[src/rtl/hzc_pkg.sv]
package hzc_pkg;
  // Operand source encoding shared by the bypass muxes
  typedef enum logic [1:0] {
    SRC_REGFILE = 2'd0,
    SRC_MEM     = 2'd1,
    SRC_WB      = 2'd2
  } opSrc_e;

  // Strobes from the interlock control to the pipeline registers
  typedef struct packed {
    logic pcWrite;
    logic ifIdWrite;
    logic idExBubble;
  } pipeStrobe_t;
endpackage

[src/rtl/hzc_bypass.sv]
module hzc_bypass
  import hzc_pkg::*;
#(
  parameter int REG_AW = 5
) (
  input  logic [REG_AW-1:0] exSrcA,
  input  logic [REG_AW-1:0] exSrcB,
  input  logic [REG_AW-1:0] idSrcA,
  input  logic [REG_AW-1:0] idSrcB,
  input  logic [REG_AW-1:0] memDst,
  input  logic              memRegWrite,
  input  logic              memIsLoad,
  input  logic [REG_AW-1:0] wbDst,
  input  logic              wbRegWrite,
  output opSrc_e            aluSelA,
  output opSrc_e            aluSelB,
  output opSrc_e            brSelA,
  output opSrc_e            brSelB
);
  localparam int NUM_OPS = 4;   // two ALU operands, two comparator operands
  localparam logic [REG_AW-1:0] ZERO_REG = '0;

  logic [REG_AW-1:0] opSrc [NUM_OPS];
  opSrc_e            opSel [NUM_OPS];

  assign opSrc[0] = exSrcA;
  assign opSrc[1] = exSrcB;
  assign opSrc[2] = idSrcA;
  assign opSrc[3] = idSrcB;

  genvar g;
  generate
    for (g = 0; g < NUM_OPS; g++) begin : gOperand
      // Operands 2 and 3 sit in decode and feed the branch comparator
      localparam bit IN_DECODE = (g >= 2);
      logic memHit, wbHit;

      assign memHit = memRegWrite && (memDst != ZERO_REG) && (memDst == opSrc[g]);
      assign wbHit  = wbRegWrite  && (wbDst  != ZERO_REG) && (wbDst  == opSrc[g]);

      always_comb begin
        if (memHit) begin
          // load data is not yet back for a decode consumer: interlock instead
          opSel[g] = (IN_DECODE && memIsLoad) ? SRC_REGFILE : SRC_MEM;
        end else if (wbHit) begin
          opSel[g] = SRC_WB;
        end else begin
          opSel[g] = SRC_REGFILE;
        end
      end

      always_comb begin
        if (opSrc[g] == ZERO_REG) begin
          assert_zero_src_R8: assert (opSel[g] == SRC_REGFILE)
            else $error("register 0 bypassed on operand %0d", g);
        end
        if (memRegWrite && wbRegWrite && (memDst == wbDst) && (memDst == opSrc[g])
            && (opSrc[g] != ZERO_REG) && !(IN_DECODE && memIsLoad)) begin
          assert_young_wins_R3: assert (opSel[g] == SRC_MEM)
            else $error("older producer chosen on operand %0d", g);
        end
      end
    end
  endgenerate

  assign aluSelA = opSel[0];
  assign aluSelB = opSel[1];
  assign brSelA  = opSel[2];
  assign brSelB  = opSel[3];
endmodule

[src/rtl/hzc_interlock.sv]
module hzc_interlock
  import hzc_pkg::*;
#(
  parameter int REG_AW = 5
) (
  input  logic [REG_AW-1:0] idSrcA,
  input  logic [REG_AW-1:0] idSrcB,
  input  logic              idUsesA,
  input  logic              idUsesB,
  input  logic              idIsBranch,
  input  logic [REG_AW-1:0] exDst,
  input  logic              exRegWrite,
  input  logic              exIsLoad,
  input  logic [REG_AW-1:0] memDst,
  input  logic              memRegWrite,
  input  logic              memIsLoad,
  output pipeStrobe_t       strobe
);
  localparam logic [REG_AW-1:0] ZERO_REG = '0;

  logic exReadsA, exReadsB, memReadsA, memReadsB;
  logic loadUseStall, branchExStall, branchLoadStall, stall;

  assign exReadsA  = exRegWrite  && (exDst  != ZERO_REG) && idUsesA && (exDst  == idSrcA);
  assign exReadsB  = exRegWrite  && (exDst  != ZERO_REG) && idUsesB && (exDst  == idSrcB);
  assign memReadsA = memRegWrite && (memDst != ZERO_REG) && idUsesA && (memDst == idSrcA);
  assign memReadsB = memRegWrite && (memDst != ZERO_REG) && idUsesB && (memDst == idSrcB);

  // load result exists only after the memory stage
  assign loadUseStall    = exIsLoad && (exReadsA || exReadsB);
  // comparator in decode cannot see a value still being computed in execute
  assign branchExStall   = idIsBranch && (exReadsA || exReadsB);
  assign branchLoadStall = idIsBranch && memIsLoad && (memReadsA || memReadsB);
  assign stall           = loadUseStall || branchExStall || branchLoadStall;

  always_comb begin
    strobe.pcWrite    = !stall;
    strobe.ifIdWrite  = !stall;
    strobe.idExBubble = stall;
  end
endmodule

[src/rtl/hzc_top.sv]
module hzc_top
  import hzc_pkg::*;
(
  input  logic [4:0] idSrcA,
  input  logic [4:0] idSrcB,
  input  logic       idUsesA,
  input  logic       idUsesB,
  input  logic       idIsBranch,
  input  logic [4:0] exSrcA,
  input  logic [4:0] exSrcB,
  input  logic [4:0] exDst,
  input  logic       exRegWrite,
  input  logic       exIsLoad,
  input  logic [4:0] memDst,
  input  logic       memRegWrite,
  input  logic       memIsLoad,
  input  logic [4:0] wbDst,
  input  logic       wbRegWrite,
  output logic [1:0] aluSelA,
  output logic [1:0] aluSelB,
  output logic [1:0] brSelA,
  output logic [1:0] brSelB,
  output logic       pcWrite,
  output logic       ifIdWrite,
  output logic       idExBubble
);
  localparam int REG_AW = 5;

  opSrc_e      selAluA, selAluB, selBrA, selBrB;
  pipeStrobe_t strobe;

  hzc_bypass #(.REG_AW(REG_AW)) bypass_i (
    .exSrcA(exSrcA), .exSrcB(exSrcB), .idSrcA(idSrcA), .idSrcB(idSrcB),
    .memDst(memDst), .memRegWrite(memRegWrite), .memIsLoad(memIsLoad),
    .wbDst(wbDst), .wbRegWrite(wbRegWrite),
    .aluSelA(selAluA), .aluSelB(selAluB), .brSelA(selBrA), .brSelB(selBrB)
  );

  hzc_interlock #(.REG_AW(REG_AW)) interlock_i (
    .idSrcA(idSrcA), .idSrcB(idSrcB), .idUsesA(idUsesA), .idUsesB(idUsesB),
    .idIsBranch(idIsBranch),
    .exDst(exDst), .exRegWrite(exRegWrite), .exIsLoad(exIsLoad),
    .memDst(memDst), .memRegWrite(memRegWrite), .memIsLoad(memIsLoad),
    .strobe(strobe)
  );

  assign aluSelA    = selAluA;
  assign aluSelB    = selAluB;
  assign brSelA     = selBrA;
  assign brSelB     = selBrB;
  assign pcWrite    = strobe.pcWrite;
  assign ifIdWrite  = strobe.ifIdWrite;
  assign idExBubble = strobe.idExBubble;

  // Cross-module checks between bypass selects and interlock strobes
  always_comb begin
    assert_freeze_pair_R4: assert ((pcWrite == ifIdWrite) && (idExBubble == !pcWrite))
      else $error("strobes disagree");
    if (exIsLoad && exRegWrite && (exDst != 5'd0) && idUsesA && (exDst == idSrcA)) begin
      assert_load_use_R5: assert (idExBubble)
        else $error("load-use not interlocked");
    end
    if (idIsBranch && memIsLoad) begin
      assert_no_load_to_cmp_R7: assert ((selBrA != SRC_MEM) && (selBrB != SRC_MEM))
        else $error("load data bypassed into comparator");
    end
    if (idIsBranch && exRegWrite && (exDst != 5'd0) && idUsesB && (exDst == idSrcB)) begin
      assert_branch_ex_R6: assert (!pcWrite)
        else $error("branch reading execute result did not stall");
    end
  end
endmodule

[config.mk]
export PLATFORM = sky130hd
export DESIGN_NAME = hzc_top
export DESIGN_NICKNAME = d
export VERILOG_FILES = /design/src/rtl/hzc_pkg.sv /design/src/rtl/hzc_bypass.sv /design/src/rtl/hzc_interlock.sv /design/src/rtl/hzc_top.sv
export SDC_FILE = /design/constraint.sdc
export NUM_CORES = 1
export LEC_CHECK = 0
export ABC_AREA = 1
export BUFFER_PORTS_ARGS = -buffer_cell sky130_fd_sc_hd__buf_2
export CORE_MARGIN = 5
export CORE_UTILIZATION = 30
export DETAILED_ROUTE_END_ITERATION = 12
export GPL_TIMING_DRIVEN = 0
export PLACE_DENSITY = 0.58
export SETUP_SLACK_MARGIN = 0.4
export SLEW_MARGIN = 40
export SYNTH_ARGS = -nofsm -noshare
export SYNTH_HDL_FRONTEND = slang
export SYNTH_HIERARCHICAL = 1
export SYNTH_SLANG_ARGS = --single-unit
[constraint.sdc]
create_clock -name vclk -period 0.84
set_input_delay 0.042 -clock vclk [all_inputs]
set_output_delay 0.042 -clock vclk [all_outputs]
set_load 0.01 [all_outputs]
==> impl_metrics.py, run 1 <==
metrics = {
    "route": {
        "wl_per_cell_um": 10.9,
        "routed_wl_mm": 4.09,
        "viasPerCell": 4.40,
        "ant_nets": 0,
        "drcViolationCount": 0,
        "drt-initial-drc-count": 40,
        "drt_pass1_iterations": 4,
        "via_count": 1649,
    },
    "status": {
        "status": "finished, violations left",
        "violations": "negative setup slack",
    },
    "synthesis": {
        "synth_area_sq_mm": 0.00118,
        "synth_top_area_share_pct": 41.5,
        "synth_nets": 314,
        "yosysTopAreaCell": "nand2_1",
        "synthCells": 271,
        "synth.area.top_cells": "nand2_1 (41%), inv_1 (13%), nor2_1 (13%)",
        "yosysWarnings": 6,
        "synth.distinct_cells": 19,
        "avgSynthCellArea_sq_um": 4.37,
        "synth.yosys.seq_area_share_pct": 0,
    },
    "power": {
        "seqPwrFrac_pct": 0,
        "clkPwrFrac_pct": 0,
        "combPwrFrac_pct": 100.0,
        "p_switching_uw": 474,
        "switching_share_pct": 51.4,
        "p_leak_uw": 0.00117,
        "p_int_uw": 449,
        "p_per_area_mw_per_mm2": 466,
        "vdd_drop_max_mv": 0.189,
    },
    "die": {
        "pin_count": 54,
        "initial_core_util_pct": 31.7,
        "core_area_sq_mm": 0.00374,
        "die_x_um": 72.8,
        "die_area_sq_mm": 0.00531,
        "rows": 22,
        "fp.dieH_um": 72.8,
    },
    "finish": {
        "mostFrequentLayoutCell": "nand2_1",
        "area_delta_synth_final_pct": 67.2,
        "seq_area_sq_um": 0,
        "nClkBuffers": 0,
        "drive_gt1_share_pct": 39.8,
        "mostFrequentLayoutCells": "nand2_1 (117), nor2_1 (27), buf_2 (27)",
        "fin_nets": 372,
        "nFlopsAndLatches": 0,
        "diodes": 0,
    },
    "timing": {
        "hold_violations": 0,
        "final-setup-viol-count": 11,
        "fmax_ghz": 1.01,
        "rsz0062_at_grt": "yes",
        "setup_slack_ns": -0.149,
        "drv_slew": 0,
        "worst_pin_slew_ns": 0.299,
        "finalCritPeriodShare_pct": 118,
        "slew_headroom_pct": 80.0,
        "tns_ns": -1.21,
        "min_period_ns": 0.989,
    },
    "global_route": {
        "first_global_vias": 1501,
        "grt-ovfl-total": 0,
        "grt_pass1_wl_mm": 6.56,
        "grt_start_max_net_pins": 10,
        "antenna_found_initial": 0,
        "grtUsageTotal_pct": 15.0,
    },
    "place": {
        "port_buffers": 51,
        "hpwlAfterDp_mm": 3.30,
        "dp_slack_ns": -0.379,
        "gp_congestion": 0.844,
    },
    "clock_tree": {
        "cts_hold_buf": 0,
    },
    "worst_setup_path": {
        "cp.required_ns": 0.80,
        "arrival_ns": 0.95,
        "worst-setup-path-type": "in -> out",
        "start_kind": "primary input",
        "end_kind": "output pin",
        "crit_path_max_fanout": 6,
    },
    "min_path": {
        "hold_path_depth": 3,
        "hp-class": "in -> out",
    },
    "flow_run": {
        "max_cap_viol_count": 0,
    },
}
==> stage by stage <==
stage          power, uW  hold slack (ns)  cell area (sq um)  std cells  utilization, %
4_1_cts              847            0.374               1840        374            49.2
2_1_floorplan        430            0.117               1270        271               -
3_3_place_gp         706            0.377               1580        370            42.3
5_1_grt             1020            0.384               1980        375            52.9
3_5_place_dp         709            0.377               1580        370            42.3
6_report             923            0.369               1980        375            52.9
==> final cells by class <==
type | instances | area, sq um
Tap cell | 48 | 60.1
Inverter | 47 | 206
Timing Repair Buffer | 56 | 541
Fill cell | 416 | 1760
Multi-Input combinational cell | 216 | 1090
Buffer | 8 | 81.3
==> path summary, 6_finish.rpt <==
check   endpoint  slack, ns  startpoint
max    brSelA[0]      -0.15   memDst[3]
min    brSelA[0]       0.37   memIsLoad
==> worst max-delay path: stages <==
cell,delay (ns)
buf_12,0.12
nor2_4,0.09
nand3_2,0.08
o21ai_4,0.28
buf_4,0.17
nor3_2,0.03
buf_2,0.13
==> synth_stat cells, drive strengths merged <==
| master | number |
|---|---|
| clkbuf | 1 |
| nand2 | 132 |
| o21ai | 3 |
| nor2 | 44 |
| nand3b | 1 |
| nand4 | 6 |
| nor3 | 2 |
| inv | 47 |
| xor2 | 6 |
| xnor2 | 9 |
| buf | 7 |
| nand3 | 12 |
| o21bai | 1 |
==> what timing repair did <==
action                                  in CTS  in global routing
gates cloned                                 2                  1
pin swaps                                   37                 33
endpoints found under the setup margin      11                 11
gates resized for setup                     59                 44
setup buffers                                2                  0
==> cell families after synthesis <==
family	count (synthesis)	synth area share, %
AOI/OAI and AO/OA	4	2.85
and+or+nand+nor	197	66.9
buffers and inverters	55	19.1
xor gates and xnor gates	15	11.1
==> power by group through the flow <==
stage	logic, uW	registers, uW	clock network [uW]
finish	923	0	0
global route	1020	0	0
CTS	847	0	0
detailed placement	709	0	0
global placement	706	0	0
floorplan	430	0	0
==> metal layers <==
layer / vias up / share of wire (%) / track usage (%)
met5: - / 0 / 0
met4: 0 / 0.51 / 0.820
met3: 2 / 5.0 / 1.38
met2: 38 / 50 / 28.3
met1: 697 / 44 / 19.0
li1: 912 / - / -
No activity file was read; power rests on OpenSTA's default activity.
==> inputs of run 2 (changes only) <==
==> constraint.sdc (replaced) <==
create_clock -name vclk -period 1.1
set_input_delay 0.055 -clock vclk [all_inputs]
set_output_delay 0.055 -clock vclk [all_outputs]
set_load 0.02 [all_outputs]
==> impl_metrics.py, run 2 (same netlist as run 1, synthesis figures left out) <==
metrics = {
    "timing": {
        "fmax_ghz": 0.954,
        "finalHoldWorstSlack_ns": 0.447,
        "hold_violations": 0,
        "final-setup-viol-count": 0,
        "drv_slew": 0,
        "setup_slack_ns": 0.0516,
        "min_period_ns": 1.05,
        "rsz0062_at_grt": "yes",
        "slew_headroom_pct": 89.2,
        "finalCritPeriodShare_pct": 95.3,
        "worst_pin_slew_ns": 0.161,
    },
    "finish": {
        "mostFrequentLayoutCells": "nand2_1 (106), nand2_2 (25), inv_1 (22)",
        "n_fill_cell": 368,
        "fin_nets": 375,
        "area_delta_synth_final_pct": 97.4,
        "utilization_pct": 62.5,
        "drive_gt1_share_pct": 47.3,
        "nClkBuffers": 0,
        "nFlopsAndLatches": 0,
        "mostFrequentLayoutCell": "nand2_1",
        "seq_area_sq_um": 0,
        "multi_input_area_sq_mm": 0.00127,
        "final_area_sq_mm": 0.00234,
        "diodes": 0,
    },
    "status": {
        "status": "complete, no violations",
    },
    "global_route": {
        "antenna_found_initial": 0,
        "grtUsageTotal_pct": 15.8,
        "grt-ovfl-total": 0,
        "grt_start_max_net_pins": 10,
        "grt_pass1_wl_mm": 6.90,
        "first_global_vias": 1611,
    },
    "place": {
        "dp_slack_ns": -0.200,
        "hpwlAfterDp_mm": 3.32,
        "port_buffers": 51,
        "gp_congestion": 0.820,
        "postPlaceCellArea_sq_mm": 0.00160,
    },
    "min_path": {
        "hp-class": "in -> out",
    },
    "route": {
        "wl_per_cell_um": 11.3,
        "ant_nets": 0,
        "via_count": 1677,
        "drt_pass1_iterations": 4,
        "routed_wl_mm": 4.28,
        "drt-initial-drc-count": 95,
        "drcViolationCount": 0,
        "viasPerCell": 4.44,
    },
    "worst_setup_path": {
        "worst-setup-path-type": "in -> out",
        "end_kind": "output pin",
        "start_kind": "primary input",
        "cp.required_ns": 1.04,
        "crit_path_max_fanout": 5,
        "arrival_ns": 0.99,
    },
    "clock_tree": {
        "cts_hold_buf": 0,
    },
    "die": {
        "core_area_sq_mm": 0.00374,
        "pin_count": 54,
        "rows": 22,
        "fp.dieH_um": 72.8,
        "die_area_sq_mm": 0.00531,
        "die_x_um": 72.8,
        "initial_core_util_pct": 31.7,
    },
    "flow_run": {
        "max_cap_viol_count": 0,
    },
    "power": {
        "vdd_drop_max_mv": 0.173,
        "p_per_area_mw_per_mm2": 368,
        "p_leak_uw": 0.00124,
    },
}
run 2: cell count changes in the layout (fill, tap and decap cells not counted), sizes merged:
cell    delta
buf        +4
clkbuf     -1
run 2: critical path, stage by stage:
cell and delay (ns):
buf_12 0.11, inv_12 0.03, nand2_2 0.07, o21ai_2 0.06, nor2_1 0.10, nand3_1 0.07, nand2_1 0.06, nand2_1 0.07
nand2_2 0.10, inv_4 0.04, buf_6 0.10, buf_6 0.12
run 2: layer usage:
metal,routed length [um],GRT usage (%)
met5,0,0
met1,1920,20.7
met4,0,0.820
met3,189,1.52
met2,2170,29.0
run 2: metrics by stage:
step | TNS (ns) | total power (uW) | instances
6_report | 0 | 861 | 378
5_1_grt | 0 | 940 | 378
4_1_cts | 0 | 748 | 375
3_5_place_dp | -1.47 | 543 | 370
3_3_place_gp | -1.36 | 539 | 370
2_1_floorplan | 0 | 333 | 271
run 2: power by group:
group          leakage (uW)  internal, uW  switching [uW]
Sequential                0             0               0
Combinational       0.00124           426             435
Clock                     0             0               0
Total               0.00124           426             435
run 2: path summary, 6_finish.rpt:
check | depth (start not counted) | endpoint | from
worst max-delay path | 12 | pcWrite | memDst[2]
worst min-delay path | 3 | brSelA[0] | memIsLoad
run 2: repair_timing:
action	4_1_cts	5_1_grt
gates resized for setup	123	65
endpoints found under the setup margin	11	11
setup buffers	3	3
hold endpoints to repair	0	0
cloned	2	0
pin swaps	52	38
run 2: area by class of cell:
class | instances | share of cell area [%]
multi-input cells | 216 | 54.4
plain buffers | 8 | 3.96
repair buffers | 59 | 29.1
inverters | 47 | 10.0
well taps | 48 | 2.57
